### src/rtl/pdm_fe_pkg.sv
package pdm_fe_pkg;
  typedef enum logic {
    EDGE_RISE = 1'b0,
    EDGE_FALL = 1'b1
  } edge_sel_e;

  // Pin index a channel reads: even pin of its pair in stereo, own pin otherwise.
  function automatic int unsigned src_index(input int unsigned ch, input logic stereo);
    return stereo ? (ch & ~32'd1) : ch;
  endfunction
endpackage

### src/rtl/pdm_clk_div.sv
module pdm_clk_div #(
  parameter int PRESC_W = 8
) (
  input  logic               clk,
  input  logic               rst_n,
  input  logic               run_en,
  input  logic [PRESC_W-1:0] prescale,
  output logic               mic_clk,
  output logic               rise_next,
  output logic               fall_next
);
  logic [PRESC_W-1:0] cnt;
  logic               phase;
  logic               half_done;

  assign half_done = (cnt >= prescale);

  always_ff @(posedge clk or negedge rst_n) begin
    if (!rst_n) begin
      cnt   <= '0;
      phase <= 1'b0;
    end else if (!run_en) begin
      cnt   <= '0;
      phase <= 1'b0;
    end else if (half_done) begin
      cnt   <= '0;
      phase <= ~phase;
    end else begin
      cnt <= cnt + 1'b1;
    end
  end

  assign mic_clk   = phase;
  assign rise_next = run_en & ~phase & half_done;
  assign fall_next = run_en &  phase & half_done;
endmodule

### src/rtl/pdm_pin_route.sv
module pdm_pin_route
  import pdm_fe_pkg::*;
#(
  parameter int NUM_CH = 4
) (
  input  logic [NUM_CH/2-1:0] pair_stereo,
  input  logic [NUM_CH-1:0]   pdm_pin,
  output logic [NUM_CH-1:0]   ch_src
);
  for (genvar c = 0; c < NUM_CH; c++) begin : g_route
    localparam int unsigned MONO_IDX   = c;
    localparam int unsigned STEREO_IDX = c & ~1;
    assign ch_src[c] = pair_stereo[c/2] ? pdm_pin[STEREO_IDX] : pdm_pin[MONO_IDX];
  end
endmodule

### src/rtl/pdm_bit_sampler.sv
module pdm_bit_sampler (
  input  logic clk,
  input  logic rst_n,
  input  logic take,
  input  logic src_bit,
  output logic bit_valid,
  output logic bit_data
);
  always_ff @(posedge clk or negedge rst_n) begin
    if (!rst_n) begin
      bit_valid <= 1'b0;
      bit_data  <= 1'b0;
    end else begin
      bit_valid <= take;
      if (take) bit_data <= src_bit;
    end
  end
endmodule

### src/rtl/micclk_capture.sv
module micclk_capture
  import pdm_fe_pkg::*;
#(
  parameter int NUM_CH  = 4,
  parameter int PRESC_W = 8,
  parameter int CNT_W   = $clog2(NUM_CH)
) (
  input  logic                clk,
  input  logic                rst_n,
  input  logic                run_en,
  input  logic [PRESC_W-1:0]  prescale,
  input  logic [CNT_W-1:0]    ch_count,
  input  logic [NUM_CH-1:0]   edge_inv,
  input  logic [NUM_CH/2-1:0] pair_stereo,
  input  logic [NUM_CH-1:0]   pdm_pin,
  output logic                mic_clk,
  output logic [NUM_CH-1:0]   bit_valid,
  output logic [NUM_CH-1:0]   bit_data
);
  logic              rise_next;
  logic              fall_next;
  logic [NUM_CH-1:0] ch_src;
  logic [NUM_CH-1:0] take;

  pdm_clk_div #(.PRESC_W(PRESC_W)) u_div (
    .clk       (clk),
    .rst_n     (rst_n),
    .run_en    (run_en),
    .prescale  (prescale),
    .mic_clk   (mic_clk),
    .rise_next (rise_next),
    .fall_next (fall_next)
  );

  pdm_pin_route #(.NUM_CH(NUM_CH)) u_route (
    .pair_stereo (pair_stereo),
    .pdm_pin     (pdm_pin),
    .ch_src      (ch_src)
  );

  for (genvar c = 0; c < NUM_CH; c++) begin : g_ch
    logic      active;
    edge_sel_e sel;
    assign active  = (c <= int'(ch_count));
    assign sel     = edge_sel_e'(edge_inv[c]);
    assign take[c] = active & ((sel == EDGE_FALL) ? fall_next : rise_next);

    pdm_bit_sampler u_smp (
      .clk       (clk),
      .rst_n     (rst_n),
      .take      (take[c]),
      .src_bit   (ch_src[c]),
      .bit_valid (bit_valid[c]),
      .bit_data  (bit_data[c])
    );
  end
endmodule

### config.mk
export PLATFORM = sky130hd
export DESIGN_NAME = micclk_capture
export DESIGN_NICKNAME = d
export VERILOG_FILES = /design/src/rtl/pdm_fe_pkg.sv /design/src/rtl/pdm_clk_div.sv /design/src/rtl/pdm_pin_route.sv /design/src/rtl/pdm_bit_sampler.sv /design/src/rtl/micclk_capture.sv
export SDC_FILE = /design/constraint.sdc
export NUM_CORES = 1
export LEC_CHECK = 0
export ABC_AREA = 1
export BUFFER_PORTS_ARGS = -buffer_cell sky130_fd_sc_hd__buf_2
export CORE_UTILIZATION = 30
export DETAILED_ROUTE_END_ITERATION = 12
export MAX_ROUTING_LAYER = met4
export SKIP_CTS_REPAIR_TIMING = 1
export SYNTH_ARGS = -nofsm -noshare
export SYNTH_HDL_FRONTEND = slang
export SYNTH_HIERARCHICAL = 1
export SYNTH_SLANG_ARGS = --single-unit
### constraint.sdc
create_clock -name clk -period 2.5 [get_ports clk]
set_input_delay 0.125 -clock clk [delete_from_list [all_inputs] [get_ports clk]]
set_output_delay 0.125 -clock clk [all_outputs]
set_load 0.01 [all_outputs]
==> flow_metrics.env <==
export IMPL_run_status="complete, no violations"
export IMPL_r2r_end="g_ch[2].u_smp/bit_data"
export IMPL_synth_largest_area_cell="sky130_fd_sc_hd__dfrtp_1"
export IMPL_synth_seq_area_share=0.419
export IMPL_synthMuxAreaShare=0
export IMPL_worst_clock_skew_ns=0.00953
export IMPL_syn_num_nets=163
export IMPL_critPathTopFamily="simple AND/OR/NAND/NOR gates"
export IMPL_antenna_violating_nets_post_route=0
export IMPL_ios=32
export IMPL_synthDominantCellAreaShare=0.419
export IMPL_crit_reg2reg_launch="u_div/cnt[0]"
export IMPL_antenna_cells=0
export IMPL_ys_top_cells_by_area="sky130_fd_sc_hd__dfrtp_1 (42%), sky130_fd_sc_hd__nand2_1 (15%), sky130_fd_sc_hd__ha_1 (11%), sky130_fd_sc_hd__inv_1 (9.6%), sky130_fd_sc_hd__nor2_1 (5.5%)"
export IMPL_fin_nets=198
export IMPL_worst_slew_pin_transition_ns=0.377
export IMPL_r2r_cells=19
export IMPL_cts_root_buf="sky130_fd_sc_hd__clkbuf_4"
export IMPL_ys_seq_elements=17
export IMPL_vdd_ir_drop_worst_v=0.000236
export IMPL_dp_slack_ns=0.574
export IMPL_drt_via_density=4.03
export IMPL_max_stage_delay_ns=0.41
export IMPL_worst_slack_ns=0.586
export IMPL_grt_pass1_vias=849
export IMPL_cts_tree="built"
export IMPL_layout_area_overhead_vs_synth_pct=22.9
export IMPL_synth_warnings=6
export IMPL_grt_usage=0.121
export IMPL_synthMostInstantiatedCell="sky130_fd_sc_hd__nand2_1"
export IMPL_drt_first_pass_iters=4
export IMPL_slew_headroom=0.749
export IMPL_end_kind="flop"
export IMPL_io_buffers=31
export IMPL_worstPathRequired_ns=2.68
export IMPL_netlist_instances=131
export IMPL_maxCapViolations=0
export IMPL_max_freq_ghz=0.523
export IMPL_rows=20
export IMPL_main_combinational_cell_family_by_area_after_synthesis="simple AND/OR/NAND/NOR gates"
export IMPL_synthesis_area_sq_mm=0.00102
export IMPL_ys_top_cells_by_count="sky130_fd_sc_hd__nand2_1 (40), sky130_fd_sc_hd__inv_1 (26), sky130_fd_sc_hd__dfrtp_1 (17), sky130_fd_sc_hd__nor2_1 (15), sky130_fd_sc_hd__ha_1 (9)"
export IMPL_clk_pin_slew_worst_paths_ns=0.10
export IMPL_yosys_area_share_simple=0.277
export IMPL_rsz_0062_raised_after_global_routing="no"
export IMPL_hold_path_class="in2reg"
export IMPL_hold_viol=0
export IMPL_fp_dieArea_sq_mm=0.00362
export IMPL_grt_start_max_net_pins=18
export IMPL_total_leakage_power_nw=0.754
export IMPL_detail_route_drc_violations=0
export IMPL_post_synth_edffs=0
export IMPL_cts_made_buffers=3
export IMPL_crit_path_max_fanout=4
export IMPL_cp_cell_sequence="inv_1 -> ha_1 -> inv_1 -> nand2_1 -> nand2_1 -> nand2_1 -> nand2_1 -> nand2_1 -> nand2_1 -> nand2_1 -> nand3_1 -> inv_1 -> inv_1 -> nand2_1 -> nand2_1 -> nor2_1 -> inv_1 -> nand2_1 -> nand2_1"
export IMPL_grt_antenna_before_repair=0
export IMPL_floorplan_initialDensity=0.325
export IMPL_powerDensity_mw_per_mm2=437
export IMPL_most_prevalent_standard_cell_on_the_critical_path="sky130_fd_sc_hd__nand2_1"
export IMPL_cts_path_max_buffers=2
export IMPL_vertical_die_dimension_um=60.2
export IMPL_grt_overflow=0
export IMPL_avgRoutedWirePerCell_um=8.68
export IMPL_postRouteWirelength_mm=1.81
export IMPL_path_buf_inv=5
export IMPL_holdPathEnd="g_ch[0].u_smp/bit_valid"
export IMPL_postSynthAreaPerCell_sq_um=7.76
export IMPL_synth_xor_xnor_area_share=0.0517
export IMPL_postSynth_topFlopCell="sky130_fd_sc_hd__dfrtp_1"
export IMPL_drt_iter0_drc=12
export IMPL_cts_htree_levels=1
export IMPL_finalWorstPathRequiredPeriod_ns=1.91
export IMPL_finalCritPeriodShare=0.765
export IMPL_setup_viol=0
export IMPL_hold_start="edge_inv[0]"
export IMPL_timing_setup_critical_path_class="reg2reg"
export IMPL_synth_fa_ha_area_frac=0.111
export IMPL_critPathArrivalTime_ns=2.09
export IMPL_ff2ff_setup_slack_ns=0.59
export IMPL_synth_compound_gate_area_share=0.0271
export IMPL_cts_sink_count=17
export IMPL_dp_hpwl_mm=1.51
export IMPL_yosysUniqueCellTypes=16
export IMPL_min_path_cells=2
export IMPL_core_area_sq_mm=0.00313
export IMPL_vias=843
export IMPL_drive_above_1_share=0.248
export IMPL_clk_latency_ns=0.28
export IMPL_width_of_the_die_um=60.2
export IMPL_postSynth_asyncResetShare=1.00
export IMPL_grt_first_pass_wirelength_mm=3.22
export IMPL_final_max_slew_violation_count=0
export IMPL_weighted_congestion_at_the_end_of_routability_driven_global_placement=0.735
export IMPL_startpoint_class="flop"
export IMPL_summed_negative_setup_slack_over_all_endpoints_ns=0
export IMPL_slowest_cell_on_the_critical_path="sky130_fd_sc_hd__dfrtp_1"
==> worst reg2reg max path, cell delays in order, from the launching register on <==
cell,delay [ns]
sky130_fd_sc_hd__dfrtp_1,0.41
sky130_fd_sc_hd__inv_1,0.06
sky130_fd_sc_hd__ha_1,0.26
sky130_fd_sc_hd__inv_1,0.03
sky130_fd_sc_hd__nand2_1,0.04
sky130_fd_sc_hd__nand2_1,0.04
sky130_fd_sc_hd__nand2_1,0.05
sky130_fd_sc_hd__nand2_1,0.04
sky130_fd_sc_hd__nand2_1,0.05
sky130_fd_sc_hd__nand2_1,0.11
sky130_fd_sc_hd__nand2_1,0.11
sky130_fd_sc_hd__nand3_1,0.07
sky130_fd_sc_hd__inv_1,0.05
sky130_fd_sc_hd__inv_1,0.06
sky130_fd_sc_hd__nand2_1,0.06
sky130_fd_sc_hd__nand2_1,0.04
sky130_fd_sc_hd__nor2_1,0.16
sky130_fd_sc_hd__inv_1,0.06
sky130_fd_sc_hd__nand2_1,0.05
sky130_fd_sc_hd__nand2_1,0.04
==> layout make-up <==
type | count | area (sq um)
clock buffer | 3 | 22.5
clock inverter | 1 | 5.00
fill | 341 | 1880
inverter | 27 | 101
multi-input combinational | 85 | 474
sequential | 17 | 425
tap | 44 | 55.1
timing repair buffer | 32 | 165
==> logic make-up (layout without fill, tap and decap cells) <==
kind of cell / after synthesis / after routing
DFF: 17 / 17
and+or+nand+nor: 65 / 65
adders and majority gates: 9 / 9
AOI/OAI and AO/OA: 5 / 5
xor gates and xnor gates: 6 / 6
buffers and inverters: 29 / 63
==> layout by cell type, fill, tap and decap left out <==
cell type / instances
sky130_fd_sc_hd__a21oi_1: 4
sky130_fd_sc_hd__buf_2: 31
sky130_fd_sc_hd__clkbuf_4: 3
sky130_fd_sc_hd__clkinv_1: 1
sky130_fd_sc_hd__clkinv_2: 1
sky130_fd_sc_hd__dfrtp_1: 17
sky130_fd_sc_hd__dlygate4sd3_1: 1
sky130_fd_sc_hd__ha_1: 9
sky130_fd_sc_hd__inv_1: 26
sky130_fd_sc_hd__nand2_1: 40
sky130_fd_sc_hd__nand3_1: 2
sky130_fd_sc_hd__nand3_2: 1
sky130_fd_sc_hd__nand3_4: 1
sky130_fd_sc_hd__nand4_1: 2
sky130_fd_sc_hd__nor2_1: 15
sky130_fd_sc_hd__nor2_2: 4
sky130_fd_sc_hd__o21a_1: 1
sky130_fd_sc_hd__xnor2_1: 1
sky130_fd_sc_hd__xor2_1: 5
==> power breakdown <==
| part | total [W] | switching (W) | internal [W] |
|---|---|---|---|
| registers | 0.000304 | 0.0000111 | 0.000293 |
| logic | 0.000102 | 0.0000567 | 0.0000458 |
| clock network | 0.000140 | 0.0000805 | 0.0000593 |
==> metal layers <==
layer	vias up	wire, um	part of all wire	track usage
li1	457	-	-	-
met1	358	880	0.49	0.149
met2	28	823	0.45	0.196
met3	0	110	0.061	0.0195
met4	0	0	0	0.0498
met5	-	0	0	-
==> flip-flops by register name, summed over array words and instances, names as in the netlist <==
| name | cells |
|---|---|
| g_ch.u_smp/bit_valid | 4 |
| u_div/cnt | 8 |
| g_ch.u_smp/bit_data | 4 |
| u_div/mic_clk | 1 |
==> worst max path at each step <==
| stage | to | startpoint | slack [ns] | depth (start not counted) |
|---|---|---|---|---|
| CTS | g_ch[2].u_smp/bit_data | u_div/cnt[0] | 0.56 | 19 |
| detailed placement | g_ch[2].u_smp/bit_data | u_div/cnt[0] | 0.57 | 19 |
| global route | g_ch[0].u_smp/bit_data | u_div/cnt[0] | 0.31 | 17 |
| finish | g_ch[2].u_smp/bit_data | u_div/cnt[0] | 0.59 | 19 |
| floorplan | g_ch[2].u_smp/bit_data | u_div/cnt[0] | 0.77 | 19 |
| global placement | g_ch[2].u_smp/bit_data | u_div/cnt[0] | 0.64 | 19 |
==> through the flow <==
step,hold slack [ns],cell area [sq um],utilization,instances,total power (W)
after CTS,-0.255,1240,0.396,208,0.000561
after detailed placement,0.0671,1210,0.387,204,0.000412
after global routing,0.0563,1250,0.399,209,0.000589
final,0.0525,1250,0.399,209,0.000546
after global placement,0.0670,1210,0.387,204,0.000409
after floorplan,-0.171,1020,-,131,0.000365
No activity file was read; power rests on OpenSTA's default activity.
